**src/rtl/pmr_pkg.sv**
```systemverilog
package pmr_pkg;

    localparam int unsigned BYTE_W = 8;
    localparam int unsigned STAT_W = 16;
    localparam int unsigned GPIO_N = 3;

    typedef enum logic [0:0] {
        BUS_DATA = 1'b0,
        BUS_ADDR = 1'b1
    } bus_state_t;

    localparam logic [BYTE_W-1:0] A_REV     = 8'h00;
    localparam logic [BYTE_W-1:0] A_OFF     = 8'h01;
    localparam logic [BYTE_W-1:0] A_MASK_LO = 8'h02;
    localparam logic [BYTE_W-1:0] A_MASK_HI = 8'h03;
    localparam logic [BYTE_W-1:0] A_STAT_LO = 8'h04;
    localparam logic [BYTE_W-1:0] A_STAT_HI = 8'h05;
    localparam logic [BYTE_W-1:0] A_ACK_LO  = 8'h06;
    localparam logic [BYTE_W-1:0] A_ACK_HI  = 8'h07;
    localparam logic [BYTE_W-1:0] A_DIR     = 8'h08;
    localparam logic [BYTE_W-1:0] A_GIN     = 8'h09;
    localparam logic [BYTE_W-1:0] A_GOUT    = 8'h0A;

endpackage

```
**src/rtl/pmr_bus_fsm.sv**
```systemverilog
module pmr_bus_fsm
    import pmr_pkg::*;
#(
    parameter int unsigned DATA_W = 8,
    parameter int unsigned PTR_W  = 8
) (
    input  logic              clk,
    input  logic              rst_n,
    input  logic              wr_start,
    input  logic              rx_valid,
    input  logic [DATA_W-1:0] rx_data,
    input  logic              rd_req,
    input  logic              soft_rst,
    output logic              wr_en,
    output logic              rd_en,
    output logic [PTR_W-1:0]  cur_addr
);

    bus_state_t       state_q, state_d;
    logic [PTR_W-1:0] ptr_q;
    logic             ptr_load;

    // state register
    always_ff @(posedge clk or negedge rst_n) begin
        if (!rst_n) begin
            state_q <= BUS_DATA;
        end else begin
            state_q <= state_d;
        end
    end

    // next state and access strobes
    always_comb begin
        state_d  = state_q;
        wr_en    = 1'b0;
        ptr_load = 1'b0;
        unique case (state_q)
            BUS_DATA: begin
                if (wr_start) begin
                    state_d = BUS_ADDR;
                end else begin
                    wr_en = rx_valid;
                end
            end
            BUS_ADDR: begin
                if (wr_start) begin
                    state_d = BUS_ADDR;
                end else if (rx_valid) begin
                    ptr_load = 1'b1;
                    state_d  = BUS_DATA;
                end
            end
            default: state_d = BUS_DATA;
        endcase
        rd_en = rd_req && !rx_valid && !wr_start;
    end

    always_ff @(posedge clk or negedge rst_n) begin
        if (!rst_n) begin
            ptr_q <= '0;
        end else if (soft_rst) begin
            ptr_q <= '0;
        end else if (ptr_load) begin
            ptr_q <= rx_data[PTR_W-1:0];
        end else if (wr_en || rd_en) begin
            ptr_q <= ptr_q + 1'b1;
        end
    end

    assign cur_addr = ptr_q;


    wr_ptr_step_chk: assert property (@(posedge clk) disable iff (!rst_n)
        (wr_en && !soft_rst) |=> (ptr_q == $past(ptr_q) + 1'b1));

    rd_ptr_step_chk: assert property (@(posedge clk) disable iff (!rst_n)
        rd_en |=> (ptr_q == $past(ptr_q) + 1'b1));

    addr_take_chk: assert property (@(posedge clk) disable iff (!rst_n)
        (state_q == BUS_ADDR && rx_valid && !wr_start) |=> (state_q == BUS_DATA));

endmodule

```
**src/rtl/pmr_irq_core.sv**
```systemverilog
module pmr_irq_core #(
    parameter int unsigned              STAT_W   = 16,
    parameter int unsigned              BYTE_W   = 8,
    parameter logic [STAT_W-1:0]        MASK_RST = 16'h0FFF,
    parameter int unsigned              BTN_BIT  = 11,
    localparam int unsigned             NBYTES   = STAT_W / BYTE_W
) (
    input  logic              clk,
    input  logic              rst_n,
    input  logic              soft_rst,
    input  logic [NBYTES-1:0] mask_we,
    input  logic [NBYTES-1:0] ack_we,
    input  logic [BYTE_W-1:0] wr_data,
    input  logic              btn_in,
    output logic [STAT_W-1:0] mask_q,
    output logic [STAT_W-1:0] status_q,
    output logic              irq
);

    logic              btn_s, btn_q, btn_rise;
    logic [STAT_W-1:0] clr_vec, hw_set;

    always_ff @(posedge clk or negedge rst_n) begin
        if (!rst_n) begin
            btn_s <= 1'b0;
            btn_q <= 1'b0;
        end else begin
            btn_s <= btn_in;
            btn_q <= btn_s;
        end
    end

    assign btn_rise = btn_s & ~btn_q;

    always_comb begin
        hw_set          = '0;
        hw_set[BTN_BIT] = btn_rise;
    end

    for (genvar b = 0; b < NBYTES; b++) begin : g_byte
        always_ff @(posedge clk or negedge rst_n) begin
            if (!rst_n) begin
                mask_q[b*BYTE_W +: BYTE_W] <= MASK_RST[b*BYTE_W +: BYTE_W];
            end else if (soft_rst) begin
                mask_q[b*BYTE_W +: BYTE_W] <= MASK_RST[b*BYTE_W +: BYTE_W];
            end else if (mask_we[b]) begin
                mask_q[b*BYTE_W +: BYTE_W] <= wr_data;
            end
        end
        assign clr_vec[b*BYTE_W +: BYTE_W] = ack_we[b] ? wr_data : '0;
    end

    always_ff @(posedge clk or negedge rst_n) begin
        if (!rst_n) begin
            status_q <= '0;
        end else if (soft_rst) begin
            status_q <= '0;
        end else begin
            status_q <= (status_q & ~clr_vec) | hw_set;
        end
    end

    assign irq = |(status_q & ~mask_q);


    btn_set_chk: assert property (@(posedge clk) disable iff (!rst_n)
        (btn_rise && !soft_rst) |=> status_q[BTN_BIT]);

    ack_clr_chk: assert property (@(posedge clk) disable iff (!rst_n)
        ((|ack_we) && !soft_rst) |=> ((status_q & $past(clr_vec) & ~$past(hw_set)) == '0));

    soft_rst_chk: assert property (@(posedge clk) disable iff (!rst_n)
        soft_rst |=> (mask_q == MASK_RST && status_q == '0));

    no_other_src_chk: assert property (@(posedge clk) disable iff (!rst_n)
        1'b1 |=> (((status_q & ~$past(status_q)) & ~(STAT_W'(1) << BTN_BIT)) == '0));

endmodule

```
**src/rtl/pmr_gpio_regs.sv**
```systemverilog
module pmr_gpio_regs #(
    parameter int unsigned       GPIO_N   = 3,
    parameter int unsigned       BYTE_W   = 8,
    parameter logic [BYTE_W-1:0] DIR_KEEP = 8'h67,
    parameter logic [BYTE_W-1:0] DIR_RST  = 8'h07
) (
    input  logic              clk,
    input  logic              rst_n,
    input  logic              soft_rst,
    input  logic              dir_we,
    input  logic              out_we,
    input  logic [BYTE_W-1:0] wr_data,
    input  logic [GPIO_N-1:0] pin_in,
    output logic [BYTE_W-1:0] dir_q,
    output logic [GPIO_N-1:0] out_q,
    output logic [GPIO_N-1:0] in_q,
    output logic [GPIO_N-1:0] drive
);

    always_ff @(posedge clk or negedge rst_n) begin
        if (!rst_n) begin
            dir_q <= DIR_RST;
            out_q <= '0;
        end else if (soft_rst) begin
            dir_q <= DIR_RST;
            out_q <= '0;
        end else begin
            if (dir_we) dir_q <= wr_data & DIR_KEEP;
            if (out_we) out_q <= wr_data[GPIO_N-1:0];
        end
    end

    for (genvar i = 0; i < GPIO_N; i++) begin : g_line
        always_ff @(posedge clk or negedge rst_n) begin
            if (!rst_n) begin
                in_q[i] <= 1'b0;
            end else begin
                in_q[i] <= pin_in[i];
            end
        end
        assign drive[i] = out_q[i] & ~dir_q[i];
    end


    dir_keep_chk: assert property (@(posedge clk) disable iff (!rst_n)
        (dir_we && !soft_rst) |=> ((dir_q & ~DIR_KEEP) == '0));

    out_load_chk: assert property (@(posedge clk) disable iff (!rst_n)
        (out_we && !soft_rst) |=> (out_q == $past(wr_data[GPIO_N-1:0])));

endmodule

```
**src/rtl/pmr_regblock.sv**
```systemverilog
module pmr_regblock
    import pmr_pkg::*;
#(
    parameter logic [BYTE_W-1:0] REV_ID   = 8'h22,
    parameter logic [STAT_W-1:0] MASK_RST = 16'h0FFF,
    parameter int unsigned       BTN_BIT  = 11
) (
    input  logic              clk,
    input  logic              rst_n,
    input  logic              wr_start,
    input  logic              rx_valid,
    input  logic [BYTE_W-1:0] rx_data,
    input  logic              rd_req,
    output logic [BYTE_W-1:0] rd_data,
    input  logic              btn_in,
    input  logic [GPIO_N-1:0] gpio_in,
    output logic [GPIO_N-1:0] gpio_drv,
    output logic              irq_out
);

    localparam int unsigned NBYTES = STAT_W / BYTE_W;

    logic              wr_en, rd_en, soft_rst;
    logic [BYTE_W-1:0] cur_addr, rd_mux;
    logic [NBYTES-1:0] mask_we, ack_we;
    logic [STAT_W-1:0] mask_q, status_q;
    logic [BYTE_W-1:0] dir_q;
    logic [GPIO_N-1:0] out_q, in_q, gin_view;

    pmr_bus_fsm #(.DATA_W(BYTE_W), .PTR_W(BYTE_W)) u_fsm (
        .clk      (clk),
        .rst_n    (rst_n),
        .wr_start (wr_start),
        .rx_valid (rx_valid),
        .rx_data  (rx_data),
        .rd_req   (rd_req),
        .soft_rst (soft_rst),
        .wr_en    (wr_en),
        .rd_en    (rd_en),
        .cur_addr (cur_addr)
    );

    assign soft_rst   = wr_en && (cur_addr == A_OFF) && rx_data[0];
    assign mask_we[0] = wr_en && (cur_addr == A_MASK_LO);
    assign mask_we[1] = wr_en && (cur_addr == A_MASK_HI);
    assign ack_we[0]  = wr_en && (cur_addr == A_ACK_LO);
    assign ack_we[1]  = wr_en && (cur_addr == A_ACK_HI);

    pmr_irq_core #(
        .STAT_W   (STAT_W),
        .BYTE_W   (BYTE_W),
        .MASK_RST (MASK_RST),
        .BTN_BIT  (BTN_BIT)
    ) u_irq (
        .clk      (clk),
        .rst_n    (rst_n),
        .soft_rst (soft_rst),
        .mask_we  (mask_we),
        .ack_we   (ack_we),
        .wr_data  (rx_data),
        .btn_in   (btn_in),
        .mask_q   (mask_q),
        .status_q (status_q),
        .irq      (irq_out)
    );

    pmr_gpio_regs #(.GPIO_N(GPIO_N), .BYTE_W(BYTE_W)) u_gpio (
        .clk      (clk),
        .rst_n    (rst_n),
        .soft_rst (soft_rst),
        .dir_we   (wr_en && (cur_addr == A_DIR)),
        .out_we   (wr_en && (cur_addr == A_GOUT)),
        .wr_data  (rx_data),
        .pin_in   (gpio_in),
        .dir_q    (dir_q),
        .out_q    (out_q),
        .in_q     (in_q),
        .drive    (gpio_drv)
    );

    assign gin_view = in_q | (~dir_q[GPIO_N-1:0] & out_q);

    always_comb begin
        case (cur_addr)
            A_REV:     rd_mux = REV_ID;
            A_MASK_LO: rd_mux = mask_q[7:0];
            A_MASK_HI: rd_mux = mask_q[15:8];
            A_STAT_LO: rd_mux = status_q[7:0];
            A_STAT_HI: rd_mux = status_q[15:8];
            A_DIR:     rd_mux = dir_q;
            A_GIN:     rd_mux = {{(BYTE_W-GPIO_N){1'b0}}, gin_view};
            A_GOUT:    rd_mux = {{(BYTE_W-GPIO_N){1'b0}}, out_q};
            default:   rd_mux = '0;
        endcase
    end

    always_ff @(posedge clk or negedge rst_n) begin
        if (!rst_n) begin
            rd_data <= '0;
        end else if (rd_en) begin
            rd_data <= rd_mux;
        end
    end


    rev_read_chk: assert property (@(posedge clk) disable iff (!rst_n)
        (rd_en && cur_addr == A_REV) |=> (rd_data == REV_ID));

    ack_read_zero_chk: assert property (@(posedge clk) disable iff (!rst_n)
        (rd_en && (cur_addr == A_ACK_LO || cur_addr == A_ACK_HI)) |=> (rd_data == '0));

endmodule

```
**config.mk**
```make
export PLATFORM = sky130hd
export DESIGN_NAME = pmr_regblock
export DESIGN_NICKNAME = d
export VERILOG_FILES = /design/src/rtl/pmr_pkg.sv /design/src/rtl/pmr_bus_fsm.sv /design/src/rtl/pmr_irq_core.sv /design/src/rtl/pmr_gpio_regs.sv /design/src/rtl/pmr_regblock.sv
export SDC_FILE = /design/constraint.sdc
export NUM_CORES = 1
export LEC_CHECK = 0
export BUFFER_PORTS_ARGS = -buffer_cell sky130_fd_sc_hd__buf_4
export CAP_MARGIN = 20
export CORE_ASPECT_RATIO = 1.75
export CORE_MARGIN = 1.5
export CORE_UTILIZATION = 50
export CTS_CLUSTER_DIAMETER = 50
export DETAILED_ROUTE_END_ITERATION = 8
export GPL_TIMING_DRIVEN = 0
export PLACE_DENSITY = 0.76
export SYNTH_ARGS = -nofsm -noshare
export SYNTH_HDL_FRONTEND = slang
export SYNTH_HIERARCHICAL = 1
export SYNTH_SLANG_ARGS = --single-unit
```
**constraint.sdc**
```tcl
create_clock -name clk -period 2.3 [get_ports clk]
set_input_delay 0.23 -clock clk [delete_from_list [all_inputs] [get_ports clk]]
set_output_delay 0.23 -clock clk [all_outputs]
set_load 0.01 [all_outputs]
```
==> results.toml <==
[place]
placedCellCount = 455
dpl.hpwl_um = 6620
gp_congestion = 0.984
dpl_cell_area_sq_um = 3740
numPortBuffers = 28

[floorplanning]
die_h_um = 112
coreArea_sq_um = 6590
start_util = 0.519
dieArea_sq_um = 7370
rows = 39
ioPinCount = 29
die_width_um = 65.5

[cts]
path_clk_slew_ns = 0.05
cts_tree = "yes"
clk_latency_ns = 0.33
post_cts_buffers = 0
cts.path.max_buffers = 2
htree_levels = 3
cts_buffers = 9
clock-sinks = 62
cts_root_buf = "clkbuf_16"

[timing]
worstMarginPinSlew_ns = 0.798
final_max_slew_viol_count = 0
setup_viol = 0
finalHoldViolCount = 15
period_needed_ns = 2.28
fin_hold_ws_ns = -0.0210
fmax_mhz = 439
fin_worst_skew_ns = 0.00497
maxSlewHeadroom = 0.468
fin_crit_sh = 0.991
rsz0062_at_grt = "yes"

[power_and_ir_drop]
p_leak_uw = 0.00198
p_total_uw = 3440
vdd_drop_max_uv = 776
power.density_nw_per_um2 = 841

[worst_setup_path]
worstSetupEndpointType = "register"
path_class = "reg2reg"
r2r_cells = 6
r2r-start = "u_fsm/cur_addr[3]"
arrival_ns = 2.46
startpoint = "u_fsm/cur_addr[3]"
required_ns = 2.49
slowest_delay_ns = 0.50
endpoint = "u_irq/status_q[1]"
cp_cell_sequence = "buf_2 > nor2_1 > nand3_1 > nor2_2 > clkbuf_1 > a211oi_1"
critPathMaxFanout = 10
regToRegSetupSlack_ns = 0.02
critPathSlowestCell = "clkbuf_1"
start_kind = "register"
rr_endpoint = "u_irq/status_q[1]"

[synthesis]
yosysTopAreaCell = "dfrtp_1"
ys_ff_latch = 62
async_flop_share = 1.00
yosys.cell_types.count = 58
synthCells = 343
seq_area_frac_synth = 0.459
yosysTopAreaCellShare = 0.344
ys_top_cells_by_area = "dfrtp_1, dfstp_2, nor2b_1"
synth_area_sq_um = 3420
synth_flop_cell = "dfrtp_1"
ys_warn_count = 6
synth-edff-count = 0
avgSynthCellArea_sq_um = 9.97

[final_layout]
antenna_cells = 0
layout_common_cells = "dfrtp_1, buf_4, nor2b_1, inv_1, nor2_1"
post-route-util = 0.621
syn_to_final_growth_pct = 19.6
nets = 406
fin_area_sq_um = 4090
drive_above_1_share = 0.247
fin_cells = 475
final_common_cell = "dfrtp_1"

[drt]
drtIter0Drc = 287
vias_per_cell = 6.03
wire_per_inst_um = 19.7
dr.pass1.iters = 4
wl_um = 9370
ant_nets = 0
drc_errors = 0
via_count = 2863

[global_route]
grt_max_degree = 63
grt_pass1_wl_um = 15200
grt_overflow = 0
grt_usage = 0.280
grt_pass1_vias = 2845
antenna_found_initial = 0

[status]
run_status = "finished, violations left"
violations = "hold timing"

[flow_run]
cap_violations = 0

[hold_path]
min_path_type = "in2async"
-- cells in the mapped netlist (all sizes together), types with 2 or more instances --
master  count
buf        18
nor2       25
nor3b       3
mux2i      12
o22ai       7
and3        2
a221oi      4
a22oi       5
dfstp      15
o2111a      4
nor3       10
inv        25
dfrtp      47
clkbuf      7
a221o       4
nand2      14
nor4        3
nand2b     18
o21bai      2
nand3       8
nor2b      29
a211o      16
a22o        2
a21oi      18
a211oi     18
or3         2
o21ai       4
a31oi       2
-- power breakdown --
part / switching [uW] / internal (uW)
clock: 459 / 895
sequential: 95.7 / 1160
combinational: 494 / 336
total: 1050 / 2390
-- final cells by class --
class / count / area (sq um)
tap: 82 / 103
clock buffer: 13 / 260
timing repair buffer: 32 / 250
fill: 602 / 2500
inverter: 25 / 93.8
multi-input combinational: 233 / 1600
sequential: 62 / 1570
clock inverter: 3 / 42.5
buffer: 25 / 170
-- worst max-delay path, delay by kind of cell (launching register included) --
family                 cells  cell delay, ns
buffers and inverters      2            0.74
AND/OR/NAND/NOR            3            0.82
AO/OA/AOI/OAI              1            0.10
flip-flops                 1            0.46
-- metal layers --
metal / GRT usage / wire length (um) / vias up
li1: - / - / 1331
met1: 0.328 / 3530 / 1410
met2: 0.473 / 5050 / 95
met3: 0.0641 / 433 / 27
met4: 0.133 / 353 / 0
met5: 0 / 0 / -
-- kinds of logic (layout without fill, tap and decap cells) --
| kind of cell | count (synthesis) | after routing | synth area share |
|---|---|---|---|
| buffers and inverters | 50 | 98 | 0.0768 |
| muxes | 12 | 12 | 0.0351 |
| and+or+nand+nor | 119 | 119 | 0.198 |
| DFF | 62 | 62 | 0.459 |
| other | 1 | 3 | 0.00110 |
| AOI/OAI and AO/OA | 98 | 98 | 0.226 |
| adders and majority gates | 1 | 1 | 0.00366 |
-- state kept, by name, summed over array words and instances, names as in the netlist --
| register | cells |
|---|---|
| u_irq/btn_s | 1 |
| u_irq/btn_q | 1 |
| u_irq/mask_q | 16 |
| u_fsm/state_q | 1 |
| u_gpio/dir_q | 5 |
| u_irq/status_q | 16 |
| u_gpio/out_q | 3 |
| u_gpio/in_q | 3 |
| rd_data | 8 |
| u_fsm/cur_addr | 8 |
-- through the flow --
step / worst slack, ns / TNS (ns)
global placement: -0.0327 / -0.0765
global route: -0.0890 / -1.34
finish: 0.0203 / 0
detailed placement: -0.0222 / -0.0367
floorplan: 0.521 / 0
CTS: 0.00966 / 0
-- worst min path at each step --
stage	to	slack [ns]	cells past startpoint
4_1_cts	u_gpio/in_q[0]	0.002	1
6_report	u_gpio/in_q[2]	-0.02	1
2_1_floorplan	rd_data[0]	-0.07	0
3_5_place_dp	u_gpio/in_q[0]	0.34	1
3_3_place_gp	u_irq/btn_s	0.34	1
5_1_grt	u_gpio/in_q[2]	0.06	1
-- what timing repair did --
| action | CTS | global route |
|---|---|---|
| cloned | 0 | 0 |
| endpoints found under the setup margin | 8 | 30 |
| gates resized for setup | 1 | 2 |
| endpoints found under the hold margin | 3 | 1 |
| hold buffers | 3 | 1 |
(Power assumes the default switching activity.)
